[src/rtl/spi_reg_pkg.sv]
package spi_reg_pkg;

  localparam int IDX_W = 3;

  typedef enum logic [1:0] {
    ST_IDLE = 2'd0,
    ST_ADDR = 2'd1,
    ST_DATA = 2'd2,
    ST_HUNG = 2'd3
  } engState_e;

  // control -> datapath
  typedef struct packed {
    logic             clearBits;
    logic             latchAddr;
    logic             clrData;
    logic             latchData;
    logic             loadTx;
    logic             txFromBuf;
    logic             shiftTx;
    logic             fireWr;
    logic [IDX_W-1:0] byteIdx;
    logic [IDX_W-1:0] txIdx;
  } ctlStrobes_t;

  // datapath -> control
  typedef struct packed {
    logic       csActive;
    logic       sclkRise;
    logic       sclkFall;
    logic       byteDone;
    logic       bitZero;
    logic [7:0] rxByte;
  } spiEvents_t;

  // payload length table
  function automatic int frameLen(input logic [7:0] addr,
                                  input logic [7:0] rdAddr,
                                  input logic [7:0] baseAddr,
                                  input int         maxBytes);
    int off;
    off = int'(addr) - int'(baseAddr);
    case (1'b1)
      (addr == rdAddr):              return maxBytes;
      (off >= 0 && off < maxBytes):  return off + 1;
      default:                       return 1;
    endcase
  endfunction

endpackage

[src/rtl/spi_reg_datapath.sv]
module spi_reg_datapath
  import spi_reg_pkg::*;
#(
  parameter int DATA_BYTES = 7,
  localparam int DATA_W = 8 * DATA_BYTES
) (
  input  logic              clk,
  input  logic              rstN,
  input  logic              sclk,
  input  logic              csN,
  input  logic              mosi,
  input  logic              rspValid,
  input  logic [DATA_W-1:0] rspData,
  input  ctlStrobes_t       ctl,
  output spiEvents_t        ev,
  output logic              miso,
  output logic              wrStb,
  output logic [7:0]        wrAddr,
  output logic [DATA_W-1:0] wrData
);

  logic [2:0]        sclkQ;
  logic [1:0]        csQ;
  logic [1:0]        mosiQ;
  logic [2:0]        bitCnt;
  logic [7:0]        rxShift;
  logic [7:0]        txShift;
  logic [7:0]        addrReg;
  logic [DATA_W-1:0] dataReg;
  logic [DATA_W-1:0] outBuf;
  logic [DATA_W-1:0] bufShifted;
  logic [DATA_W-1:0] placedByte;
  logic              csAct;
  logic              sRise;
  logic              sFall;

  // pin synchronisers
  always_ff @(posedge clk or negedge rstN) begin
    if (!rstN) begin
      sclkQ <= '0;
      csQ   <= 2'b11;
      mosiQ <= '0;
    end else begin
      sclkQ <= {sclkQ[1:0], sclk};
      csQ   <= {csQ[0], csN};
      mosiQ <= {mosiQ[0], mosi};
    end
  end

  assign sRise = sclkQ[1] & ~sclkQ[2];
  assign sFall = ~sclkQ[1] & sclkQ[2];
  assign csAct = ~csQ[1];

  always_comb begin
    ev.csActive = csAct;
    ev.sclkRise = csAct & sRise;
    ev.sclkFall = csAct & sFall;
    ev.byteDone = csAct & sRise & (bitCnt == 3'd7);
    ev.bitZero  = (bitCnt == 3'd0);
    ev.rxByte   = {rxShift[6:0], mosiQ[1]};
  end

  // receive side
  always_ff @(posedge clk or negedge rstN) begin
    if (!rstN) begin
      bitCnt  <= '0;
      rxShift <= '0;
    end else begin
      if (ctl.clearBits)
        bitCnt <= '0;
      else if (ev.sclkRise)
        bitCnt <= bitCnt + 3'd1;
      if (ev.sclkRise)
        rxShift <= ev.rxByte;
    end
  end

  assign placedByte = {ev.rxByte, {(DATA_W-8){1'b0}}} >> (8 * ctl.byteIdx);

  always_ff @(posedge clk or negedge rstN) begin
    if (!rstN) begin
      addrReg <= '0;
      dataReg <= '0;
    end else begin
      if (ctl.latchAddr)
        addrReg <= ev.rxByte;
      if (ctl.clrData)
        dataReg <= '0;
      else if (ctl.latchData)
        dataReg <= dataReg | placedByte;
    end
  end

  // result buffer and transmit side
  always_ff @(posedge clk or negedge rstN) begin
    if (!rstN)
      outBuf <= '0;
    else if (rspValid)
      outBuf <= rspData;
  end

  assign bufShifted = outBuf << (8 * ctl.txIdx);

  always_ff @(posedge clk or negedge rstN) begin
    if (!rstN)
      txShift <= '0;
    else if (ctl.loadTx)
      txShift <= ctl.txFromBuf ? bufShifted[DATA_W-1 -: 8] : 8'h00;
    else if (ctl.shiftTx)
      txShift <= {txShift[6:0], 1'b0};
  end

  assign miso = txShift[7];

  // write strobe outputs
  always_ff @(posedge clk or negedge rstN) begin
    if (!rstN) begin
      wrStb  <= 1'b0;
      wrAddr <= '0;
      wrData <= '0;
    end else begin
      wrStb <= ctl.fireWr;
      if (ctl.fireWr) begin
        wrAddr <= addrReg;
        wrData <= dataReg;
      end
    end
  end

endmodule

[src/rtl/spi_reg_control.sv]
module spi_reg_control
  import spi_reg_pkg::*;
#(
  parameter int         DATA_BYTES = 7,
  parameter logic [7:0] RD_ADDR    = 8'h26,
  parameter logic [7:0] LEN_BASE   = 8'h10
) (
  input  logic        clk,
  input  logic        rstN,
  input  spiEvents_t  ev,
  output ctlStrobes_t ctl,
  output logic        hung
);

  engState_e        state, stateNx;
  logic [IDX_W-1:0] byteIdx, byteIdxNx;
  logic [IDX_W-1:0] lastIdx, lastIdxNx;
  logic             isRead, isReadNx;
  logic             wrPend, wrPendNx;
  int               lenNow;

  assign lenNow = frameLen(ev.rxByte, RD_ADDR, LEN_BASE, DATA_BYTES);

  always_comb begin
    stateNx   = state;
    byteIdxNx = byteIdx;
    lastIdxNx = lastIdx;
    isReadNx  = isRead;
    wrPendNx  = 1'b0;
    ctl         = '0;
    ctl.byteIdx = byteIdx;
    ctl.fireWr  = wrPend;
    ctl.shiftTx = ev.sclkFall & ~ev.bitZero &
                  ((state == ST_ADDR) || (state == ST_DATA));
    unique case (state)
      ST_IDLE: begin
        ctl.clearBits = 1'b1;
        ctl.loadTx    = 1'b1;
        if (ev.csActive)
          stateNx = ST_ADDR;
      end
      ST_ADDR: begin
        if (!ev.csActive) begin
          ctl.clearBits = 1'b1;
          ctl.loadTx    = 1'b1;
          stateNx       = ST_IDLE;
        end else if (ev.byteDone) begin
          ctl.latchAddr = 1'b1;
          ctl.clrData   = 1'b1;
          isReadNx      = (ev.rxByte == RD_ADDR);
          lastIdxNx     = IDX_W'(lenNow - 1);
          byteIdxNx     = '0;
          ctl.loadTx    = 1'b1;
          ctl.txFromBuf = isReadNx;
          ctl.txIdx     = '0;
          stateNx       = ST_DATA;
        end
      end
      ST_DATA: begin
        if (!ev.csActive) begin
          ctl.clearBits = 1'b1;
          ctl.loadTx    = 1'b1;
          stateNx       = ST_HUNG;
        end else if (ev.byteDone) begin
          ctl.latchData = 1'b1;
          ctl.loadTx    = 1'b1;
          if (byteIdx == lastIdx) begin
            wrPendNx = ~isRead;
            stateNx  = ST_ADDR;
          end else begin
            byteIdxNx     = byteIdx + 1'b1;
            ctl.txFromBuf = isRead;
            ctl.txIdx     = byteIdx + 1'b1;
          end
        end
      end
      ST_HUNG: begin
        ctl.clearBits = 1'b1;
      end
      default: stateNx = ST_HUNG;
    endcase
  end

  always_ff @(posedge clk or negedge rstN) begin
    if (!rstN) begin
      state   <= ST_IDLE;
      byteIdx <= '0;
      lastIdx <= '0;
      isRead  <= 1'b0;
      wrPend  <= 1'b0;
    end else begin
      state   <= stateNx;
      byteIdx <= byteIdxNx;
      lastIdx <= lastIdxNx;
      isRead  <= isReadNx;
      wrPend  <= wrPendNx;
    end
  end

  assign hung = (state == ST_HUNG);

endmodule

[src/rtl/spi_reg_slave.sv]
module spi_reg_slave
  import spi_reg_pkg::*;
#(
  parameter int         DATA_BYTES = 7,
  parameter logic [7:0] RD_ADDR    = 8'h26,
  parameter logic [7:0] LEN_BASE   = 8'h10,
  localparam int DATA_W = 8 * DATA_BYTES
) (
  input  logic              clk,
  input  logic              rstN,
  input  logic              sclk,
  input  logic              csN,
  input  logic              mosi,
  output logic              miso,
  input  logic              rspValid,
  input  logic [DATA_W-1:0] rspData,
  output logic              wrStb,
  output logic [7:0]        wrAddr,
  output logic [DATA_W-1:0] wrData,
  output logic              hung
);

  ctlStrobes_t ctl;
  spiEvents_t  ev;

  spi_reg_datapath #(.DATA_BYTES(DATA_BYTES)) u_dp (
    .clk(clk), .rstN(rstN), .sclk(sclk), .csN(csN), .mosi(mosi),
    .rspValid(rspValid), .rspData(rspData), .ctl(ctl), .ev(ev),
    .miso(miso), .wrStb(wrStb), .wrAddr(wrAddr), .wrData(wrData)
  );

  spi_reg_control #(
    .DATA_BYTES(DATA_BYTES), .RD_ADDR(RD_ADDR), .LEN_BASE(LEN_BASE)
  ) u_ctl (
    .clk(clk), .rstN(rstN), .ev(ev), .ctl(ctl), .hung(hung)
  );

endmodule

[config.mk]
export PLATFORM = sky130hd
export DESIGN_NAME = spi_reg_slave
export DESIGN_NICKNAME = d
export VERILOG_FILES = /design/src/rtl/spi_reg_pkg.sv /design/src/rtl/spi_reg_datapath.sv /design/src/rtl/spi_reg_control.sv /design/src/rtl/spi_reg_slave.sv
export SDC_FILE = /design/constraint.sdc
export NUM_CORES = 1
export LEC_CHECK = 0
export BUFFER_PORTS_ARGS = -buffer_cell sky130_fd_sc_hd__buf_2
export CORE_MARGIN = 2
export CORE_UTILIZATION = 43
export CTS_CLUSTER_DIAMETER = 150
export DETAILED_ROUTE_END_ITERATION = 10
export HOLD_SLACK_MARGIN = 0.03
export MAX_ROUTING_LAYER = met4
export PLACE_DENSITY = 0.6
export SLEW_MARGIN = 40
export SYNTH_ARGS = -nofsm -noshare
export SYNTH_HDL_FRONTEND = slang
export SYNTH_SLANG_ARGS = --single-unit
export TNS_END_PERCENT = 30
[constraint.sdc]
create_clock -name clk -period 4.1 [get_ports clk]
set_clock_uncertainty 0.15 [all_clocks]
set_input_delay 0 -clock clk [delete_from_list [all_inputs] [get_ports clk]]
set_output_delay 0 -clock clk [all_outputs]
set_load 0.005 [all_outputs]
==> impl_metrics.env, run 1 <==
export IMPL_syn_area_um2=9220
export IMPL_worst_setup_path_end_kind="flop"
export IMPL_final_area_um2=12200
export IMPL_io_pins=129
export IMPL_cp_max_fo=15
export IMPL_fmax_mhz=330
export IMPL_min_delay_start="u_dp.sclkQ[0]"
export IMPL_vias=6503
export IMPL_dp_cells=1093
export IMPL_gr_usage_all_layers_pct=20.5
export IMPL_instances_no_fill=1255
export IMPL_ys_seq_area_share_pct=59.7
export IMPL_final_nets=1045
export IMPL_firstDrtPassIters=4
export IMPL_switchingPower_mw=1.34
export IMPL_die_height_um=150
export IMPL_synth_top_cell_area_share_pct=59.2
export IMPL_ys_warn_count=0
export IMPL_fin_crit_sh_pct=73.9
export IMPL_avgViaCountPerCell=5.18
export IMPL_ys_flop_type="dfrtp_1"
export IMPL_post_cts_resized=0
export IMPL_r2r_start="u_ctl.state[0]"
export IMPL_ys_seq_elements=220
export IMPL_cts_setup_buffers=0
export IMPL_cts_root_buf="clkbuf_16"
export IMPL_hold_class="reg2reg"
export IMPL_relSlewSlack_pct=47.7
export IMPL_rsz0062_at_grt="no"
export IMPL_setup_worst_path_class="reg2reg"
export IMPL_syn_avg_cell_area_um2=12.7
export IMPL_seq_power_share_pct=46.2
export IMPL_antenna_cells=0
export IMPL_synth_top_cells_by_area="dfrtp_1 59%, mux2_2 16%, a21oi_1 3.2%"
export IMPL_critical_path_required_ps=4300
export IMPL_max_stage_delay_ps=720
export IMPL_holdWs_ps=210
export IMPL_antenna_found_initial=0
export IMPL_reg2reg_depth=6
export IMPL_power_frac_comb_pct=13.1
export IMPL_setup_viol=0
export IMPL_cp_startpoint="u_ctl.state[0]"
export IMPL_synth_edff_count=0
export IMPL_tightestPinTransition_ps=780
export IMPL_drive_gt1_share_pct=33.4
export IMPL_layout_commonest_cell="dfrtp_1"
export IMPL_netSwitchingFraction_pct=25.3
export IMPL_die_area_um2=22600
export IMPL_die_w_um=150
export IMPL_ctsLongestPathBuffers=3
export IMPL_maxCapViolations=0
export IMPL_area_growth_pct=32.0
export IMPL_n_fill_cell=1697
export IMPL_drc_errors=0
export IMPL_clkSinkCount=220
export IMPL_antenna_left=0
export IMPL_powerDensity_nw_per_um2=436
export IMPL_async_flop_share_pct=100
export IMPL_syn_nets=807
export IMPL_grt_max_degree=97
export IMPL_core_um2=21000
export IMPL_io_buffers=128
export IMPL_insertion_delay_ps=510
export IMPL_peakVddDrop_v=0.000276
export IMPL_grt_pass1_vias=7023
export IMPL_status="finished clean"
export IMPL_rows=53
export IMPL_dpl_cell_area_um2=10100
export IMPL_slowest_stage="or4_1"
export IMPL_drt_iter0_markers=407
export IMPL_cts_htree_levels=1
export IMPL_cts_reportedPaths_clkPinSlew_ps=60
export IMPL_tns_ps=0
export IMPL_mostFrequentLayoutCells="217 x dfrtp_1, 128 x mux2_2, 126 x buf_2"
export IMPL_path_cells="inv_1, ha_1, nand3_2, or4_1, o221ai_1, a311oi_2"
export IMPL_clkPwrFrac_pct=40.6
export IMPL_p_leak_nw=5.92
export IMPL_cp_arrival_ps=3230
export IMPL_cts_tree="yes"
export IMPL_drt_wl_total_um=21800
export IMPL_synthCells=729
export IMPL_start_kind="flop"
export IMPL_synth_area_leader_cell="dfrtp_1"
export IMPL_ys_types=57
export IMPL_finalMaxSlewViolations=0
export IMPL_holdPathStages=0
export IMPL_post_drt_wl_per_cell_um=17.4
export IMPL_overflow=0
export IMPL_dp_final_hpwl_um=13700
export IMPL_final_min_clock_period_ps=3030
export IMPL_grt_pass1_wl_um=35800
export IMPL_hold_violations=0
export IMPL_cts_buffers=24
export IMPL_place_congestion=0.791
export IMPL_p_int_mw=3.97
export IMPL_start_util_pct=43.9
power by group through the flow:
stage,clock network (mW),registers [mW],logic [mW]
global route,2.31,2.47,0.776
global placement,0,2.49,0.536
floorplan,0,2.37,0.446
detailed placement,0,2.49,0.562
CTS,2.21,2.46,0.695
finish,2.16,2.46,0.698
synth_stat cells (4+ instances only):
master / number
nand2_1: 40
nand3_1: 4
nor2_1: 77
a2111oi_2: 4
nor3_1: 10
and3_1: 6
a21oi_1: 59
xnor2_1: 5
a311oi_2: 4
o21ai_0: 19
buf_2: 4
clkbuf_1: 31
o31a_1: 4
inv_1: 12
ha_1: 16
dfrtp_1: 218
mux2i_1: 15
o221ai_1: 4
buf_1: 5
mux2_2: 128
flip-flops by register name, summed over array words and instances (netlist names), 3 cells and up:
signal and count:
u_dp.wrAddr 8, u_dp.txShift 8, u_dp.rxShift 7, u_dp.wrData 56, u_dp.addrReg 8, u_ctl.lastIdx 3, u_dp.bitCnt 3, u_dp.dataReg 56
u_dp.outBuf 56, u_dp.sclkQ 3, u_ctl.byteIdx 3
stage by stage:
step	worst slack, ps	total power, mW	utilization, %
3_5_place_dp	1040	3.06	48.2
5_1_grt	856	5.56	57.9
6_report	1070	5.31	57.9
3_3_place_gp	1210	3.02	47.9
2_1_floorplan	1710	2.82	-
4_1_cts	1020	5.36	57.9
critical path, delay by kind of cell, from the launching register on:
kind / cells / cell delay, ps
adder cells (fa/ha/maj): 1 / 450
AND/OR/NAND/NOR: 2 / 1190
flip-flops: 1 / 440
AO/OA/AOI/OAI: 2 / 530
buffers and inverters: 1 / 110
worst paths after layout:
kind | end | slack, ps
setup reg to reg | u_dp.txShift[3] | 1070
min in group asynchronous | u_dp.txShift[6] | 470
hold reg to reg | u_dp.sclkQ[1] | 210
setup / recovery | u_dp.txShift[3] | 1070
hold / removal | u_dp.sclkQ[1] | 210
max in group asynchronous | u_dp.outBuf[16] | 2420
kinds of logic (layout without fill, tap and decap cells):
| family | Yosys count | after routing | synth area share (%) |
|---|---|---|---|
| compound gates | 120 | 120 | 8.80 |
| xor+xnor | 8 | 8 | 0.760 |
| fa+ha+maj | 16 | 16 | 2.17 |
| buf+inv | 56 | 307 | 2.58 |
| flops | 220 | 220 | 59.7 |
| mux | 143 | 143 | 17.3 |
| simple gates | 166 | 166 | 8.71 |
per-layer routing:
metal	vias up	global-route usage, %	part of all wire, %
met5	-	-	0
met3	27	2.73	3.7
met1	3303	27.6	46
li1	3049	-	-
met2	124	33.4	49
met4	0	4.53	1.4
repair_timing:
item                                   in CTS  in global routing
setup endpoints to repair                   0                  0
hold buffers                              123                  0
endpoints found under the hold margin     183                  0
layout make-up:
class / instances / area [um2] / share of cell area [%]
Clock inverter: 6 / 93.8 / 0.771
Timing Repair Buffer: 256 / 1970 / 16.2
Multi-Input combinational cell: 453 / 3500 / 28.8
Clock buffer: 33 / 704 / 5.79
Tap cell: 275 / 344 / 2.83
Sequential cell: 220 / 5510 / 45.3
Inverter: 12 / 45.0 / 0.370
(Power assumes the default switching activity.)
==> inputs of run 2 (changes only) <==
==> constraint.sdc (replaced) <==
create_clock -name clk -period 2.9 [get_ports clk]
set_clock_uncertainty 0.15 [all_clocks]
set_input_delay 0 -clock clk [delete_from_list [all_inputs] [get_ports clk]]
set_output_delay 0 -clock clk [all_outputs]
set_load 0.005 [all_outputs]
==> run 2 against run 1 <==
Compared with the run above:
- clock power increased by 31%
- combinational power up 59%
- critical path type unchanged
- utilization fell by 1.5 points
- setup slack worse by 840 ps
- final area down 2.6%
- largest cell class unchanged
- sequential power is 36% higher
- clock-buffer cell count is 4 higher
- via count decreased by 1.9%
- sequential cell count is the same
- non-clock buffer count is 15 lower
==> impl_metrics.env, run 2 (synthesis gave the netlist of run 1 again) <==
export IMPL_status="finished clean"
export IMPL_io_buffers=128
export IMPL_drc_errors=0
export IMPL_final_min_clock_period_ps=2670
export IMPL_rsz0062_at_grt="no"
export IMPL_cp_startpoint="u_ctl.state[0]"
export IMPL_grt_pass1_wl_um=35000
export IMPL_powerDensity_nw_per_um2=614
export IMPL_start_kind="flop"
export IMPL_grt_pass1_vias=6729
export IMPL_netSwitchingFraction_pct=26.3
export IMPL_cts_tree="yes"
export IMPL_layout_commonest_cell="dfrtp_1"
export IMPL_post_drt_wl_per_cell_um=17.2
export IMPL_ctsLongestPathBuffers=3
export IMPL_holdPathStages=3
export IMPL_grt_max_degree=95
export IMPL_antenna_found_initial=0
export IMPL_p_total_mw=7.27
export IMPL_gr_usage_all_layers_pct=19.9
export IMPL_hold_buffers=81
export IMPL_cts_htree_levels=1
export IMPL_clkPwrFrac_pct=38.9
export IMPL_fin_crit_sh_pct=92.1
export IMPL_cts_reportedPaths_clkPinSlew_ps=60
export IMPL_rows=53
export IMPL_die_height_um=150
export IMPL_firstDrtPassIters=4
export IMPL_ff_latch_area_um2=5510
export IMPL_worst_setup_path_end_kind="flop"
export IMPL_antenna_left=0
export IMPL_critical_path_required_ps=3170
export IMPL_area_growth_pct=28.5
export IMPL_peakVddDrop_v=0.000383
export IMPL_finalMaxSlewViolations=0
export IMPL_drt_iter0_markers=376
export IMPL_p_leak_nw=5.83
export IMPL_maxCapViolations=0
export IMPL_r2r_end="u_dp.txShift[1]"
export IMPL_power_frac_comb_pct=15.2
export IMPL_switchingPower_mw=1.91
export IMPL_r2r_slack_ps=230
export IMPL_min_delay_start="rspValid"
export IMPL_cts_buffers=24
export IMPL_seq_power_share_pct=45.9
export IMPL_setup_worst_path_class="reg2reg"
export IMPL_cp_arrival_ps=2940
export IMPL_final_nets=1030
export IMPL_vias=6381
export IMPL_avgViaCountPerCell=5.13
export IMPL_drive_gt1_share_pct=35.7
export IMPL_overflow=0
export IMPL_reg2reg_depth=6
export IMPL_drt_wl_total_um=21400
export IMPL_post_cts_resized=0
export IMPL_hold_violations=0
export IMPL_fmax_mhz=374
export IMPL_hold_class="in2reg"
export IMPL_setup_viol=0
export IMPL_relSlewSlack_pct=48.1
export IMPL_tns_ps=0
export IMPL_die_area_um2=22600
export IMPL_cp_max_fo=11
export IMPL_n_fill_cell=1720
export IMPL_clkSinkCount=220
export IMPL_die_w_um=150
export IMPL_top_regs="u_dp.dataReg (56), u_dp.outBuf (56), u_dp.wrData (56)"
export IMPL_p_int_mw=5.36
export IMPL_dp_final_hpwl_um=14200
export IMPL_io_pins=129
export IMPL_place_congestion=0.846
export IMPL_mostFrequentLayoutCells="217 x dfrtp_1, 128 x mux2_2, 127 x buf_2"
export IMPL_final_util_pct=56.4
export IMPL_core_um2=21000
export IMPL_crit_path_end="u_dp.txShift[1]"
export IMPL_tightestPinTransition_ps=773
export IMPL_antenna_cells=0
export IMPL_insertion_delay_ps=510
export IMPL_multiInputGateArea_um2=3480
export IMPL_r2r_start="u_ctl.state[0]"
export IMPL_holdWs_ps=59.7
export IMPL_cts_root_buf="clkbuf_16"
export IMPL_cts_setup_buffers=0
export IMPL_start_util_pct=43.9
## run 2: cell types whose count changed in the layout (fill, tap and decap cells not counted), moves of 4 or more
cell / before / now
dlygate4sd3_1: 122 / 81
buf_4: 4 / 29
clkbuf_1: 2 / 9
nor3_1: 6 / 10
nor3_2: 6 / 2
## run 2: worst min-delay path by stage
stage,slack (ps),end
floorplan,-450,u_ctl.byteIdx[0]
global route,80,u_dp.outBuf[8]
CTS,40,u_dp.outBuf[46]
finish,60,u_dp.outBuf[46]
detailed placement,-70,u_dp.outBuf[36]
global placement,-90,u_dp.outBuf[29]
## run 2: area by class of cell
type                       instances  area share (%)
inverter                          12           0.380
clock buffer                      37            5.82
sequential                       220            46.5
multi-input combinational        453            29.3
timing repair buffer             241            14.7
clock inverter                     7           0.412
tap                              275            2.90
## run 2: worst max-delay path, cell delays in order, from the launching register on
cell and delay (ps):
dfrtp_1 440, inv_1 120, ha_1 420, a32oi_1 180, or4b_1 690, o31a_1 390, a311oi_2 190
## run 2: power groups by stage
stage | clock network [mW] | logic, mW | registers (mW)
3_3_place_gp | 0 | 0.950 | 3.38
3_5_place_dp | 0 | 0.995 | 3.39
2_1_floorplan | 0 | 0.630 | 3.36
5_1_grt | 3.04 | 1.22 | 3.35
4_1_cts | 2.92 | 1.10 | 3.34
6_report | 2.83 | 1.11 | 3.34
## run 2: metal layers
layer	GRT usage (%)	vias up	share of wire (%)
met4	4.81	0	1.6
met5	-	-	0
met2	31.1	151	48
met1	27.6	3192	47
li1	-	3010	-
met3	2.97	28	4.0
## run 2: stage by stage
step | worst slack [ps] | std cells | instance area (um2)
after global placement | 396 | 1120 | 10300
after global routing | 85.7 | 1245 | 11900
after detailed placement | 268 | 1120 | 10300
after floorplan | 513 | 729 | 9220
after CTS | 261 | 1245 | 11900
final | 229 | 1245 | 11900
==> inputs of run 3 (changes only) <==
--- a/config.mk
+++ b/config.mk
@@ -11,7 +11,6 @@
 export CTS_CLUSTER_DIAMETER = 150
 export DETAILED_ROUTE_END_ITERATION = 10
 export HOLD_SLACK_MARGIN = 0.03
-export MAX_ROUTING_LAYER = met4
 export PLACE_DENSITY = 0.6
 export SLEW_MARGIN = 40
 export SYNTH_ARGS = -nofsm -noshare
==> run 3 against run 2 <==
Compared with the run above:
- utilization stayed put
- clock-buffer cell count stayed put
- register-to-register slack hardly changed
- clock power hardly changed
- sequential power hardly changed
- sequential cell count stayed put
- sequential share of layout area stayed put
- die area stayed put
==> impl_metrics.env, run 3 (synthesis gave the netlist of run 1 again) <==
export IMPL_critical_path_required_ps=3160
export IMPL_overflow=0
export IMPL_core_um2=21000
export IMPL_cts_root_buf="clkbuf_16"
export IMPL_final_min_clock_period_ps=2660
export IMPL_fin_crit_sh_pct=91.6
export IMPL_rows=53
export IMPL_final_area_um2=11900
export IMPL_final_nets=1030
export IMPL_r2r_slack_ps=240
export IMPL_insertion_delay_ps=510
export IMPL_reg2reg_depth=6
export IMPL_post_drt_wl_per_cell_um=17.2
export IMPL_antenna_cells=0
export IMPL_ctsLongestPathBuffers=3
export IMPL_grt_pass1_wl_um=35100
export IMPL_grt_pass1_vias=6731
export IMPL_status="finished clean"
export IMPL_top_regs="u_dp.dataReg (56), u_dp.outBuf (56), u_dp.wrData (56)"
export IMPL_hold_violations=0
export IMPL_avgViaCountPerCell=5.11
export IMPL_cp_top_family="compound AO/OA/AOI/OAI gates"
export IMPL_cp_arrival_ps=2920
export IMPL_dp_cells=1120
export IMPL_r2r_start="u_ctl.state[0]"
export IMPL_cp_startpoint="u_ctl.state[0]"
export IMPL_cts_htree_levels=1
export IMPL_die_w_um=150
export IMPL_die_area_um2=22600
export IMPL_cp_max_fo=11
export IMPL_start_kind="flop"
export IMPL_mostFrequentLayoutCells="217 x dfrtp_1, 128 x mux2_2, 127 x buf_2"
export IMPL_crit_path_end="u_dp.txShift[3]"
export IMPL_cts_reportedPaths_clkPinSlew_ps=60
export IMPL_setup_viol=0
export IMPL_max_stage_delay_ps=690
export IMPL_antenna_left=0
export IMPL_gr_usage_all_layers_pct=19.3
export IMPL_netSwitchingFraction_pct=26.3
export IMPL_area_growth_pct=28.5
export IMPL_die_height_um=150
export IMPL_worst_setup_path_end_kind="flop"
export IMPL_vias=6367
export IMPL_clkSinkCount=220
export IMPL_drt_wl_total_um=21400
export IMPL_p_leak_nw=5.83
export IMPL_clkPwrFrac_pct=38.9
export IMPL_r2r_end="u_dp.txShift[3]"
export IMPL_finalMaxSlewViolations=0
export IMPL_n_fill_cell=1720
export IMPL_drive_gt1_share_pct=35.7
export IMPL_place_congestion=0.833
export IMPL_maxCapViolations=0
export IMPL_relSlewSlack_pct=47.4
export IMPL_seq_power_share_pct=45.9
export IMPL_path_cells="inv_1, ha_1, a32oi_1, or4b_1, o31a_1, a311oi_2"
export IMPL_powerDensity_nw_per_um2=614
export IMPL_crit_buf_inv=1
export IMPL_switchingPower_mw=1.91
export IMPL_start_util_pct=43.9
export IMPL_cp_depth=6
export IMPL_layout_commonest_cell="dfrtp_1"
export IMPL_dp_final_hpwl_um=14200
export IMPL_p_int_mw=5.36
export IMPL_fmax_mhz=376
export IMPL_firstDrtPassIters=5
export IMPL_slowest_stage="or4b_1"
export IMPL_rsz0062_at_grt="no"
export IMPL_peakVddDrop_v=0.000384
export IMPL_cts_setup_buffers=0
export IMPL_antenna_found_initial=0
export IMPL_drc_errors=0
export IMPL_tightestPinTransition_ps=784
export IMPL_setup_worst_path_class="reg2reg"
export IMPL_cts_buffers=24
export IMPL_power_frac_comb_pct=15.2
export IMPL_cts_tree="yes"
export IMPL_io_pins=129
export IMPL_io_buffers=128
export IMPL_tns_ps=0
export IMPL_min_delay_start="rspValid"
export IMPL_instances_no_fill=1245
export IMPL_grt_max_degree=95
export IMPL_hold_class="in2reg"
export IMPL_dpl_cell_area_um2=10300
export IMPL_drt_iter0_markers=380
-- run 3: cell counts in the layout (fill, tap and decap cells not counted) --
Identical to the previous run, type by type.
-- run 3: layer usage --
layer / track usage [%] / vias up / share of wire (%)
met4: 4.81 / 0 / 1.5
li1: - / 3014 / -
met5: 0 / - / 0
met1: 27.6 / 3176 / 47
met3: 2.94 / 29 / 4.0
met2: 31.1 / 148 / 48
-- run 3: final cells by class --
class,count,area (um2),share of cell area [%]
clock buffer,37,689,5.82
clock inverter,7,48.8,0.412
inverter,12,45.0,0.380
multi-input combinational,453,3480,29.3
sequential,220,5510,46.5
tap,275,344,2.90
timing repair buffer,241,1740,14.7
-- run 3: tightest hold or removal path, cell delays in order --
cell and delay [ps]:
buf_2 210, buf_4 240, mux2_2 230
-- run 3: through the flow --
step           hold WS [ps]  utilization [%]  power (mW)  setup WS, ps
2_1_floorplan          -446                -        3.99           513
3_3_place_gp          -86.5             49.0        4.33           396
3_5_place_dp          -74.2             49.0        4.38           268
4_1_cts                37.7             56.4        7.35           261
5_1_grt                83.8             56.4        7.61          85.4
6_report               59.1             56.4        7.28           244
-- run 3: power groups by stage --
stage               Combinational [mW]  Clock (mW)  Sequential [mW]
floorplan                        0.630           0             3.36
global placement                 0.950           0             3.38
detailed placement               0.995           0             3.39
CTS                               1.10        2.92             3.34
global route                      1.22        3.04             3.35
finish                            1.11        2.83             3.34
-- run 3: what timing repair did --
| item | in CTS | in global routing |
|---|---|---|
| hold buffers | 81 | 0 |
| hold endpoints to repair | 279 | 0 |
| resized for setup | 0 | 0 |
| endpoints found under the setup margin | 0 | 0 |
-- run 3: worst min-delay path by stage --
| stage | to | cells past startpoint |
|---|---|---|
| floorplan | u_ctl.byteIdx[0] | 0 |
| global placement | u_dp.outBuf[29] | 1 |
| detailed placement | u_dp.outBuf[36] | 1 |
| CTS | u_dp.outBuf[46] | 3 |
| global route | u_dp.outBuf[8] | 3 |
| finish | u_dp.outBuf[41] | 3 |
